## config.mk

```make
export PLATFORM = sky130hd
export DESIGN_NAME = xcvr_irq_ctrl
export DESIGN_NICKNAME = d
export VERILOG_FILES = /design/src/rtl/xirq_pkg.sv /design/src/rtl/xirq_regs.sv /design/src/rtl/xirq_status.sv /design/src/rtl/xirq_opgate.sv /design/src/rtl/xcvr_irq_ctrl.sv
export SDC_FILE = /design/constraint.sdc
export NUM_CORES = 1
export LEC_CHECK = 0
export ABC_AREA = 1
export BUFFER_PORTS_ARGS = -buffer_cell sky130_fd_sc_hd__buf_4
export CAP_MARGIN = 20
export CELL_PAD_IN_SITES_DETAIL_PLACEMENT = 0
export CELL_PAD_IN_SITES_GLOBAL_PLACEMENT = 2
export CORE_MARGIN = 3
export CORE_UTILIZATION = 28
export CTS_BUF_LIST = sky130_fd_sc_hd__clkbuf_16
export DETAILED_ROUTE_END_ITERATION = 12
export PLACE_DENSITY = 0.87
export SLEW_MARGIN = 20
export SYNTH_ARGS = -nofsm -noshare
export SYNTH_HDL_FRONTEND = slang
export SYNTH_SLANG_ARGS = --single-unit
```

## constraint.sdc

```tcl
create_clock -name clk_i -period 1.4 [get_ports clk_i]
set_input_delay 0.35 -clock clk_i [delete_from_list [all_inputs] [get_ports clk_i]]
set_output_delay 0.35 -clock clk_i [all_outputs]
set_load 0.02 [all_outputs]
```

## src/rtl/xirq_pkg.sv

```systemverilog
package xirq_pkg;
  localparam int DW      = 16;
  localparam int AW      = 2;
  localparam int NTMR    = 4;
  localparam int TMR_LSB = 10;
  localparam int PLL_BIT = 4;
  localparam int PUP_BIT = 7;
  localparam int DRV_W   = 2;

  localparam logic [AW-1:0] A_STAT = 2'd0;
  localparam logic [AW-1:0] A_MASK = 2'd1;
  localparam logic [AW-1:0] A_PAD  = 2'd2;
  localparam logic [AW-1:0] A_TCTL = 2'd3;

  typedef enum logic [1:0] {
    OP_IDLE = 2'd0,
    OP_TX   = 2'd1,
    OP_RX   = 2'd2,
    OP_CCA  = 2'd3
  } op_e;

  // bits driven by dedicated logic, not by evt_i
  function automatic logic [DW-1:0] rsvd_bits();
    logic [DW-1:0] m;
    m = '0;
    for (int i = 0; i < NTMR; i++) m[TMR_LSB+i] = 1'b1;
    m[PLL_BIT] = 1'b1;
    return m;
  endfunction
endpackage

```

## src/rtl/xirq_regs.sv

```systemverilog
module xirq_regs
  import xirq_pkg::*;
#(
  parameter int W  = DW,
  parameter int AWD = AW,
  parameter int NT = NTMR
) (
  input  logic           clk_i,
  input  logic           rst_ni,
  input  logic           rd_i,
  input  logic           wr_i,
  input  logic [AWD-1:0] addr_i,
  input  logic [W-1:0]   wdata_i,
  input  logic [W-1:0]   status_i,
  output logic [W-1:0]   mask_o,
  output logic           pup_o,
  output logic [DRV_W-1:0] drv_o,
  output logic [NT-1:0]  tdis_q_o,
  output logic [NT-1:0]  tdis_nxt_o,
  output logic           wake_q_o,
  output logic           wake_nxt_o,
  output logic [W-1:0]   rdata_o
);
  logic [W-1:0]       mask_q;
  logic               pup_q;
  logic [DRV_W-1:0]   drv_q;
  logic [NT-1:0]      tdis_q;
  logic               wake_q;
  logic               tctl_we;

  assign tctl_we    = wr_i && (addr_i == A_TCTL);
  assign tdis_nxt_o = tctl_we ? wdata_i[NT-1:0] : tdis_q;
  assign wake_nxt_o = tctl_we ? wdata_i[NT] : wake_q;

  always_ff @(posedge clk_i or negedge rst_ni) begin
    if (!rst_ni) begin
      mask_q <= '1;
      pup_q  <= 1'b1;
      drv_q  <= '1;
      tdis_q <= '0;
      wake_q <= 1'b0;
    end else begin
      if (wr_i && addr_i == A_MASK) mask_q <= wdata_i;
      if (wr_i && addr_i == A_PAD) begin
        pup_q <= wdata_i[PUP_BIT];
        drv_q <= wdata_i[DRV_W-1:0];
      end
      tdis_q <= tdis_nxt_o;
      wake_q <= wake_nxt_o;
    end
  end

  always_comb begin
    rdata_o = '0;
    if (rd_i) begin
      unique case (addr_i)
        A_STAT: rdata_o = status_i;
        A_MASK: rdata_o = mask_q;
        A_PAD: begin
          rdata_o[PUP_BIT]     = pup_q;
          rdata_o[DRV_W-1:0]   = drv_q;
        end
        default: begin
          rdata_o[NT-1:0] = tdis_q;
          rdata_o[NT]     = wake_q;
        end
      endcase
    end
  end

  assign mask_o   = mask_q;
  assign pup_o    = pup_q;
  assign drv_o    = drv_q;
  assign tdis_q_o = tdis_q;
  assign wake_q_o = wake_q;
endmodule

```

## src/rtl/xirq_status.sv

```systemverilog
module xirq_status
  import xirq_pkg::*;
#(
  parameter int W  = DW,
  parameter int NT = NTMR,
  parameter int TL = TMR_LSB,
  parameter int PB = PLL_BIT
) (
  input  logic          clk_i,
  input  logic          rst_ni,
  input  logic          rd_clr_i,
  input  logic [W-1:0]  evt_i,
  input  logic [NT-1:0] tmr_match_i,
  input  logic          prime_i,
  input  logic [NT-1:0] tdis_nxt_i,
  input  logic          wake_nxt_i,
  input  logic          pll_hit_i,
  output logic [W-1:0]  status_o,
  output logic [W-1:0]  set_o
);
  localparam logic [W-1:0] RSVD = rsvd_bits();

  logic [NT-1:0] tset;
  logic [W-1:0]  set_v, clr_v, status_q;

  for (genvar i = 0; i < NT; i++) begin : g_tmr
    logic hit;
    if (i == 1) begin : g_dual
      assign hit = (tmr_match_i[i] | prime_i) & ~wake_nxt_i;
    end else begin : g_single
      assign hit = tmr_match_i[i];
    end
    assign tset[i] = hit & ~tdis_nxt_i[i];
  end

  always_comb begin
    set_v             = evt_i & ~RSVD;
    set_v[TL +: NT]   = tset;
    set_v[PB]         = pll_hit_i;
    clr_v             = '0;
    clr_v[TL +: NT]   = tdis_nxt_i;
  end

  always_ff @(posedge clk_i or negedge rst_ni) begin
    if (!rst_ni) status_q <= '0;
    else         status_q <= ((rd_clr_i ? '0 : status_q) & ~clr_v) | set_v;
  end

  assign status_o = status_q;
  assign set_o    = set_v;
endmodule

```

## src/rtl/xirq_opgate.sv

```systemverilog
module xirq_opgate
  import xirq_pkg::*;
(
  input  logic       clk_i,
  input  logic       rst_ni,
  input  logic       start_i,
  input  logic [1:0] type_i,
  input  logic       done_i,
  input  logic       unlock_i,
  input  logic       pll_flag_i,
  output op_e        state_o,
  output logic       abort_o,
  output logic       pll_hit_o
);
  op_e  state_q, state_d;
  logic abort_d, abort_q;

  assign pll_hit_o = (state_q != OP_IDLE) && unlock_i;

  always_comb begin
    state_d = state_q;
    abort_d = 1'b0;
    if (state_q != OP_IDLE) begin
      if (unlock_i || done_i) state_d = OP_IDLE;
    end else if (start_i && type_i != 2'd0) begin
      if (pll_flag_i) abort_d = 1'b1;
      else            state_d = op_e'(type_i);
    end
  end

  always_ff @(posedge clk_i or negedge rst_ni) begin
    if (!rst_ni) begin
      state_q <= OP_IDLE;
      abort_q <= 1'b0;
    end else begin
      state_q <= state_d;
      abort_q <= abort_d;
    end
  end

  assign state_o = state_q;
  assign abort_o = abort_q;
endmodule

```

## src/rtl/xcvr_irq_ctrl.sv

```systemverilog
module xcvr_irq_ctrl
  import xirq_pkg::*;
#(
  parameter int W  = DW,
  parameter int AWD = AW,
  parameter int NT = NTMR
) (
  input  logic             clk_i,
  input  logic             rst_ni,
  input  logic             rd_i,
  input  logic             wr_i,
  input  logic [AWD-1:0]   addr_i,
  input  logic [W-1:0]     wdata_i,
  output logic [W-1:0]     rdata_o,
  input  logic [W-1:0]     evt_i,
  input  logic [NT-1:0]    tmr_match_i,
  input  logic             tmr2_prime_i,
  input  logic             pll_unlock_i,
  input  logic             op_start_i,
  input  logic [1:0]       op_type_i,
  input  logic             op_done_i,
  output logic [1:0]       op_state_o,
  output logic             op_abort_o,
  output logic             irq_n_o,
  output logic             pad_oe_o,
  output logic             pad_o,
  output logic             pull_en_o,
  output logic [DRV_W-1:0] drv_o,
  output logic [NT-1:0]    tmr_dis_o,
  output logic             tmr2_wake_o
);
  logic [W-1:0]  status_q, set_vec, mask_q;
  logic [NT-1:0] tdis_q, tdis_nxt;
  logic          wake_nxt, pll_hit, rd_clr;
  op_e           op_state;

  assign rd_clr = rd_i && (addr_i == A_STAT);

  xirq_regs #(.W(W), .AWD(AWD), .NT(NT)) u_regs (
    .clk_i, .rst_ni, .rd_i, .wr_i, .addr_i, .wdata_i,
    .status_i   (status_q),
    .mask_o     (mask_q),
    .pup_o      (pull_en_o),
    .drv_o      (drv_o),
    .tdis_q_o   (tdis_q),
    .tdis_nxt_o (tdis_nxt),
    .wake_q_o   (tmr2_wake_o),
    .wake_nxt_o (wake_nxt),
    .rdata_o    (rdata_o)
  );

  xirq_status #(.W(W), .NT(NT)) u_stat (
    .clk_i, .rst_ni,
    .rd_clr_i    (rd_clr),
    .evt_i       (evt_i),
    .tmr_match_i (tmr_match_i),
    .prime_i     (tmr2_prime_i),
    .tdis_nxt_i  (tdis_nxt),
    .wake_nxt_i  (wake_nxt),
    .pll_hit_i   (pll_hit),
    .status_o    (status_q),
    .set_o       (set_vec)
  );

  xirq_opgate u_op (
    .clk_i, .rst_ni,
    .start_i    (op_start_i),
    .type_i     (op_type_i),
    .done_i     (op_done_i),
    .unlock_i   (pll_unlock_i),
    .pll_flag_i (status_q[PLL_BIT]),
    .state_o    (op_state),
    .abort_o    (op_abort_o),
    .pll_hit_o  (pll_hit)
  );

  assign op_state_o = op_state;
  assign irq_n_o    = ~|(status_q & ~mask_q);
  assign pad_oe_o   = ~irq_n_o;
  assign pad_o      = 1'b0;
  assign tmr_dis_o  = tdis_q;
endmodule

```

# Word-level counts from Yosys, hierarchy flattened

Index checks and enable logic that the tools add are counted.

Register bits after elaboration: 43
Bits of input ports: 48
Output and inout port bits: 30
Word-level logic and storage cells: 59

Eq/ne operators: 5
Muxes and demuxes: 16
Bitwise logic cells: 16
Reduce and logical (&&, ||, !) cells: 14

Operators by type and width:

| kind               | count |
|---|---|
| $and 16x16->16     | 2 |
| $mux 16            | 2 |
| $not 14->16        | 1 |
| $not 16->16        | 1 |
| $or 16x16->16      | 1 |
| $pmux 8 s2         | 1 |
| $reduce_or 16->1   | 1 |
| $pmux 3 s3         | 1 |
| $mux 2             | 4 |
| $logic_and 1x1->1  | 6 |
| $pmux 2 s3         | 1 |
| $reduce_bool 2->1  | 3 |
| $and 1x1->1        | 5 |
| $not 1->1          | 5 |
| $eq 2x2->1 const B | 2 |
| $mux 1             | 4 |
| $mux 4             | 1 |
| $pmux 2 s2         | 1 |
| $pmux 1 s3         | 1 |
| $reduce_and 3->1   | 1 |
| $eq 2x1->1 const B | 1 |
| $logic_not 2->1    | 1 |
| $ne 2x1->1 const B | 1 |
| $ne 2x2->1 const B | 1 |
| 3 further kinds    | 3 |

# Logic depth before layout (Yosys ltp)

Gate-level depths: netlist of the first run.

Depth in word-level cells: 7
Mapped depth: 7
Depth with buffers taken out: 6

# Modules after synthesis

A second synthesis of the first run with hierarchy kept.

Cell total of the unflattened synthesis: 322
Area total of the unflattened synthesis: 2368.5 µm²

By module, submodules not included:

| module        | instances | cells each | area an instance (µm²) |
|---|---|---|---|
| xirq_regs     | 1         | 176        | 1283.7 |
| xirq_status   | 1         | 66         | 695.7 |
| xcvr_irq_ctrl | 1         | 59         | 229.0 |
| xirq_opgate   | 1         | 21         | 160.2 |

# Worst setup path after synthesis of the first run

OpenSTA, ideal clock, no wires.

Path kind: input to output
Start point: input addr_i[1]
End point: output rdata_o[14]
Arrival: 1.184 ns
Slack: -0.134 ns
Stages: 5
Path buffers: 2
Path through: buf_6 -> nor2_8 -> nand2_4 -> buf_6 -> o21ai_1

Longest elaborated chain between the ends: 3
Elaborated cells on any way between the ends: 4
Those cells by class: 1 x eq/ne; 2 x mux; 1 x reduce/logical

Ends and longest elaborated chain:

| what                                          | RTL line            | source |
|---|---|---|
| start: declaration                            | xcvr_irq_ctrl.sv:12 | `input logic [AWD-1:0] addr_i,` |
| $eq 2x1->1 or $logic_not 2->1 (tied branches) | xirq_regs.sv:56     | `unique case (addr_i)` |
| $pmux 8 s2 *                                  | xirq_regs.sv:56     |  |
| $mux 16 *                                     | xirq_regs.sv:55     | `if (rd_i) begin` |
| end: declaration                              | xcvr_irq_ctrl.sv:14 | `output logic [W-1:0] rdata_o,` |

Mark *: on every way between the ends. The rest lies on a longest branch, timed or not.

# Worst setup path in the final report of the first run

Start point: register u_regs.mask_q[9] (netlist: u_regs.mask_o[9])
End point: output irq_n_o

Longest elaborated chain between the ends: 4

Ends and longest elaborated chain:

| what                     | RTL line            | source |
|---|---|---|
| start: declaration       | xirq_regs.sv:24     | `logic [W-1:0] mask_q;` |
| start signal: assignment | xirq_regs.sv:43     | `if (wr_i && addr_i == A_MASK) mask_q <= wdata_i;` |
| $not 16->16              | xcvr_irq_ctrl.sv:78 | `assign irq_n_o = ~\|(status_q & ~mask_q);` |
| $and 16x16->16           | xcvr_irq_ctrl.sv:78 |  |
| $reduce_or 16->1         | xcvr_irq_ctrl.sv:78 |  |
| $logic_not 1->1          | xcvr_irq_ctrl.sv:78 |  |
| end: declaration         | xcvr_irq_ctrl.sv:24 | `output logic irq_n_o,` |

Every way passes these cells.

==> qor.csv, run 1 <==
stage;metric;value;unit
run_status;outcome;finished with violations;
run_status;violations;negative setup slack;
logic_synthesis;syn_nets;349;
drt;routed_wl;6650;um
drt;drt-initial-drc-count;26;
finish;final_area;3880;um^2
critical_path;arrival;1.42;ns
timing;finalMaxSlewViolations;0;
drt;wire_per_inst;12.9;um
timing;relSlewSlack;62.2;%
logic_synthesis;yosys_warnings;0;
timing;finalCritPeriodShare;126;%
timing;worst_slack;-0.370;ns
die;chipWidth;98.7;um
timing;clock.fmax;565;MHz
power;p_clk_share;32.8;%
global_route;grt-ovfl-total;0;
finish;final_common_cell;buf_4;
drt;antenna_left;0;
power;vdd_drop_max;566;uV
critical_path;crit_fanout;2;
critical_path;required;1.05;ns
finish;synthToLayoutAreaGrowth;61.4;%
clocking;cts-root-buf;clkbuf_16;
die;die_area;9740;um^2
power;switching_share;30.2;%
logic_synthesis;seq_area_frac_synth;45.7;%
clocking;numCtsBuffers;5;
finish;drive_gt1_share;56.3;%
logic_synthesis;netlist_area;2400;um^2
critical_path;slowest_stage;dfstp_2;
finish;final_core_util;47.0;%
global_route;grt_pass1_wl;10700;um
logic_synthesis;netlist_instances;301;
global_route;antenna_found_initial;0;
die;io_pins;78;
global_route;grt_pass1_vias;2299;
critical_path;crit_path_end_kind;output pin;
timing;clock_skew;0.00224;ns
power;combPwrFrac;31.8;%
placement;placed_cell_area;3360;um^2
job;maxCapViolations;0;
clocking;clock_latency;0.28;ns
finish;layout_common_cells;86 x buf_4, 58 x nand2_1, 43 x inv_1;
timing;holdWs;0.0535;ns
power;p_leak;0.00207;uW
critical_path;cp_slowest_stage_delay;0.55;ns
timing;min_period;1.77;ns
global_route;grt_use_total;13.8;%
finish;final_nets;459;
die;rows;33;
drt;vias_per_cell;4.34;
clocking;cts_htree_levels;2;
power;switchingPower;1390;uW
drt;vias;2246;
timing;tightestPinTransition;0.567;ns
logic_synthesis;synth_cell_type_count;28;
global_route;grt_max_degree;44;
drt;drc_errors;0;
logic_synthesis;syn_area_per_cell;7.99;um^2
die;coreArea;8260;um^2
die;fp.dieH;98.7;um
placement;dp.final_hpwl;5150;um
critical_path;worstSetupPathType;register to output pin;
timing;setup_viol;18;
critical_path;cp_common_cell;nand2_1;
placement;port_buffers;71;
placement;place.gp.congestion;0.767;
logic_synthesis;ys_seq_elements;43;
power;p_seq_share;35.4;%
finish;insertedDiodeCount;0;
clocking;clkTransAtPathRegs;0.06;ns
clocking;cts_tree;built;
critical_path;cp-start-kind;register;
placement;dp_slack;-0.144;ns
timing;hold_viol_final;0;
drt;firstDrtPassIters;4;
clocking;clockBufferDepth;2;
critical_path;crit_chain;inv_2, nand2_2, nand2_1, nor2_1, nand2_1, nor2_2, buf_6;
power;finalPower;4600;uW
clocking;cts.sinks;43;
timing;rsz0062_at_grt;true;
power;intPower;3210;uW
die;initial_core_util;29.1;%
worst_hold_path;hold_path.class;primary input to async pin;
power;power_density;1190;nW/um^2
-- final cells by class --
| class | instances | area (um^2) |
|---|---|---|
| clock buffer | 5 | 125 |
| clock inverter | 3 | 67.6 |
| fill | 846 | 4380 |
| inverter | 56 | 220 |
| multi-input combinational | 191 | 1210 |
| sequential | 43 | 1100 |
| tap | 105 | 131 |
| timing repair buffer | 114 | 1030 |
-- layer usage --
layer  track usage, %  routed length (um)  vias to the layer above
li1                 -                   -                     1151
met1             17.9                2960                     1046
met2             23.3                3350                       41
met3             2.83                 250                        8
met4             4.10                  80                        0
met5                0                   0                        -
-- critical path: cells and delay by family, from the launching register on --
kind / cells / cell delay [ns]
simple gates: 5 / 0.41
flops: 1 / 0.55
buf+inv: 2 / 0.17
-- metrics by stage --
| stage | TNS [ns] | std cells |
|---|---|---|
| floorplan | -0.121 | 301 |
| global placement | -2.19 | 502 |
| detailed placement | -2.20 | 502 |
| CTS | -2.88 | 514 |
| global route | -3.79 | 517 |
| finish | -2.79 | 517 |
-- flip-flops by register name, indices dropped and copies added, names as in the netlist --
name,flops
u_regs.drv_o,2
u_regs.pup_o,1
u_op.state_o,2
u_op.abort_o,1
u_regs.mask_o,16
u_regs.tdis_q_o,4
u_regs.wake_q_o,1
u_stat.status_o,16
-- worst paths after layout --
check / startpoint / endpoint / slack (ns) / depth (start not counted)
max in group asynchronous: rst_ni / u_regs.mask_o[14] / 0.95 / 1
max: u_regs.mask_o[9] / irq_n_o / -0.37 / 7
max reg2reg: u_regs.mask_o[3] / u_regs.mask_o[3] / 0.29 / 5
min: rst_ni / u_op.state_o[0] / 0.05 / 1
min in group clk_i: evt_i[7] / u_stat.status_o[7] / 0.24 / 2
min reg2reg: u_regs.pup_o / u_regs.pup_o / 0.50 / 2
-- Yosys cell counts --
| cell | count | area, um^2 |
|---|---|---|
| nand3_2 | 1 | 10.0 |
| inv_2 | 1 | 3.75 |
| nor4_1 | 1 | 6.26 |
| inv_1 | 54 | 203 |
| nand2_1 | 84 | 315 |
| inv_4 | 1 | 6.26 |
| nor2_1 | 13 | 48.8 |
| dfrtp_1 | 24 | 601 |
| nand2_4 | 2 | 22.5 |
| a21oi_2 | 12 | 105 |
| o211ai_1 | 3 | 22.5 |
| a21o_1 | 5 | 37.5 |
| nand4_1 | 2 | 12.5 |
| o21ai_1 | 9 | 45.0 |
| o21ai_2 | 4 | 35.0 |
| buf_4 | 3 | 22.5 |
| buf_2 | 1 | 5.00 |
| clkbuf_1 | 1 | 3.75 |
| conb_1 | 1 | 3.75 |
| nor2_8 | 2 | 40.0 |
| buf_6 | 6 | 67.6 |
| or2_2 | 1 | 6.26 |
| nor2_2 | 10 | 62.6 |
| o21ai_0 | 7 | 35.0 |
| nand3_1 | 26 | 130 |
| o21bai_1 | 6 | 45.0 |
| dfstp_2 | 19 | 499 |
| a21oi_1 | 2 | 10.0 |
-- cell families after synthesis --
kind of cell / synth area share [%]
simple gates: 27.2
buf+inv: 13.0
compound gates: 13.9
flops: 45.7
other cells: 0.156
-- power groups by stage --
stage	clock network (uW)	logic (uW)	registers [uW]
6_report	1510	1460	1630
5_1_grt	1600	1620	1660
4_1_cts	1550	1390	1630
3_5_place_dp	0	1300	1630
3_3_place_gp	0	1280	1620
2_1_floorplan	0	607	1690
-- repair_timing --
item | CTS | global route
endpoints found under the setup margin | 18 | 18
gates resized for setup | 56 | 29
hold buffers | 0 | 0
cloned | 0 | 0
buffers inserted | 4 | 3
pin swaps | 19 | 20
(Power assumes the default switching activity.)
==> run 2, diff against run 1 <==
--- a/config.mk
+++ b/config.mk
@@ -7,15 +7,15 @@
 export LEC_CHECK = 0
 export ABC_AREA = 1
 export BUFFER_PORTS_ARGS = -buffer_cell sky130_fd_sc_hd__buf_4
-export CAP_MARGIN = 20
 export CELL_PAD_IN_SITES_DETAIL_PLACEMENT = 0
 export CELL_PAD_IN_SITES_GLOBAL_PLACEMENT = 2
 export CORE_MARGIN = 3
-export CORE_UTILIZATION = 28
+export CORE_UTILIZATION = 27
 export CTS_BUF_LIST = sky130_fd_sc_hd__clkbuf_16
 export DETAILED_ROUTE_END_ITERATION = 12
 export PLACE_DENSITY = 0.87
 export SLEW_MARGIN = 20
 export SYNTH_ARGS = -nofsm -noshare
 export SYNTH_HDL_FRONTEND = slang
+export SYNTH_HIERARCHICAL = 1
 export SYNTH_SLANG_ARGS = --single-unit
==> qor.csv, run 2 <==
stage;metric;value;unit
die;initial_core_util;28.6;%
power;combPwrFrac;33.2;%
critical_path;crit_chain;inv_1, nand2_1, nand2_1, nor2_2, nand2_2, inv_2, nand2_2, buf_6;
drt;drt-initial-drc-count;48;
drt;antenna_left;0;
critical_path;slowest_stage;dfstp_2;
global_route;grt_pass1_vias;2432;
die;coreArea;7930;um^2
power;intPower;3060;uW
finish;layout_common_cells;94 x buf_4, 89 x nand2_1, 40 x inv_1;
critical_path;crit_fanout;2;
timing;relSlewSlack;62.8;%
logic_synthesis;yosys_warnings;6;
timing;finalCritPeriodShare;126;%
global_route;grt-ovfl-total;0;
placement;port_buffers;71;
clocking;cts.sinks;43;
worst_hold_path;hold_path.class;primary input to async pin;
finish;insertedDiodeCount;0;
critical_path;crit_path_end_kind;output pin;
logic_synthesis;syn_nets;354;
timing;min_period;1.77;ns
critical_path;cp_slowest_stage_delay;0.53;ns
critical_path;required;1.05;ns
global_route;grt_pass1_wl;11000;um
placement;place.gp.congestion;0.785;
power;switchingPower;1320;uW
finish;drive_gt1_share;49.2;%
die;rows;32;
power;p_clk_share;29.3;%
global_route;grt_use_total;14.2;%
power;finalPower;4390;uW
timing;hold_viol_final;0;
power;vdd_drop_max;480;uV
finish;final_common_cell;buf_4;
die;die_area;9520;um^2
global_route;antenna_found_initial;0;
finish;final_area;3740;um^2
power;p_seq_share;37.5;%
power;power_density;1170;nW/um^2
global_route;grt_max_degree;44;
critical_path;arrival;1.42;ns
timing;fin_tns_setup;-4.07;ns
drt;vias;2310;
clocking;clockBufferDepth;2;
run_status;violations;negative setup slack;
clocking;clock_latency;0.28;ns
clocking;numCtsBuffers;5;
finish;synthToLayoutAreaGrowth;65.1;%
drt;drc_errors;0;
drt;wire_per_inst;12.7;um
clocking;clkTransAtPathRegs;0.06;ns
power;p_leak;0.00196;uW
placement;dp_slack;-0.210;ns
drt;firstDrtPassIters;4;
finish;final_core_util;47.1;%
finish;final_nets;474;
critical_path;reg2reg_depth;5;
timing;clock_skew;0.00472;ns
job;maxCapViolations;0;
placement;placed_cell_area;3210;um^2
die;io_pins;78;
drt;routed_wl;6710;um
timing;clock.fmax;566;MHz
logic_synthesis;syn_area_per_cell;7.40;um^2
timing;worst_slack;-0.368;ns
clocking;cts_htree_levels;2;
timing;tightestPinTransition;0.558;ns
clocking;cts_tree;built;
die;fp.dieH;97.6;um
critical_path;cp-start-kind;register;
timing;setup_viol;18;
timing;rsz0062_at_grt;true;
drt;vias_per_cell;4.37;
placement;dp.final_hpwl;4900;um
logic_synthesis;netlist_instances;306;
power;switching_share;30.2;%
clocking;cts-root-buf;clkbuf_16;
die;chipWidth;97.6;um
logic_synthesis;netlist_area;2260;um^2
run_status;outcome;finished with violations;
critical_path;worstSetupPathType;register to output pin;
timing;finalMaxSlewViolations;0;
## run 2: changes by cell type in the layout (fill, tap and decap cells not counted), sizes merged, moves of 4 or more
cell,delta
buf,+10
a21o,+7
nand2,+26
nand3,+8
a21oi,-4
nor2,-7
o21bai,-6
inv,-9
## run 2: routing by layer
layer	share of wire [%]	wire, um	track usage (%)
met1	46	3110	18.0
met5	0	0	0
met4	0.46	31	3.19
met2	50	3330	24.7
met3	3.6	241	3.16
## run 2: worst paths after layout
path                                  start                   to  slack (ns)
min                                  rst_ni  u_stat/status_o[14]        0.06
max                        u_regs/mask_o[8]             pad_oe_o       -0.37
max in group asynchronous            rst_ni         u_regs/pup_o        0.96
min in group clk_i                 evt_i[5]   u_stat/status_o[5]        0.24
min reg2reg                 u_regs/drv_o[1]      u_regs/drv_o[1]        0.50
max reg2reg                u_regs/mask_o[3]     u_regs/mask_o[3]        0.41
## run 2: repair_timing
item	4_1_cts	5_1_grt
pin swaps	22	26
hold buffers	0	0
setup buffers	8	12
setup endpoints to repair	18	21
resized for setup	48	37
cloned	0	0
## run 2: cell type report
type | instances | area (um^2)
clock buffers | 5 | 125
clock inverters | 3 | 37.5
fillers | 801 | 4190
inverters | 45 | 169
multi-input cells | 207 | 1130
flip-flops and latches | 43 | 1100
well taps | 102 | 128
repair buffers | 124 | 1050
## run 2: power groups by stage
| stage | sequential, uW | combinational (uW) | clock [uW] |
|---|---|---|---|
| floorplan | 1730 | 531 | 0 |
| global route | 1670 | 1610 | 1380 |
| CTS | 1650 | 1360 | 1320 |
| global placement | 1650 | 1190 | 0 |
| finish | 1650 | 1460 | 1280 |
| detailed placement | 1650 | 1210 | 0 |
## run 2: critical path: cells and delay by family (launching register included)
kind / cells / cell delay, ns
DFF: 1 / 0.53
and+or+nand+nor: 5 / 0.39
buffers and inverters: 3 / 0.23
## run 2: stage by stage
step	std cells	hold WS (ns)
finish	529	0.0620
global route	529	0.0960
CTS	522	0.0871
detailed placement	507	0.387
global placement	507	0.383
floorplan	306	0.0544
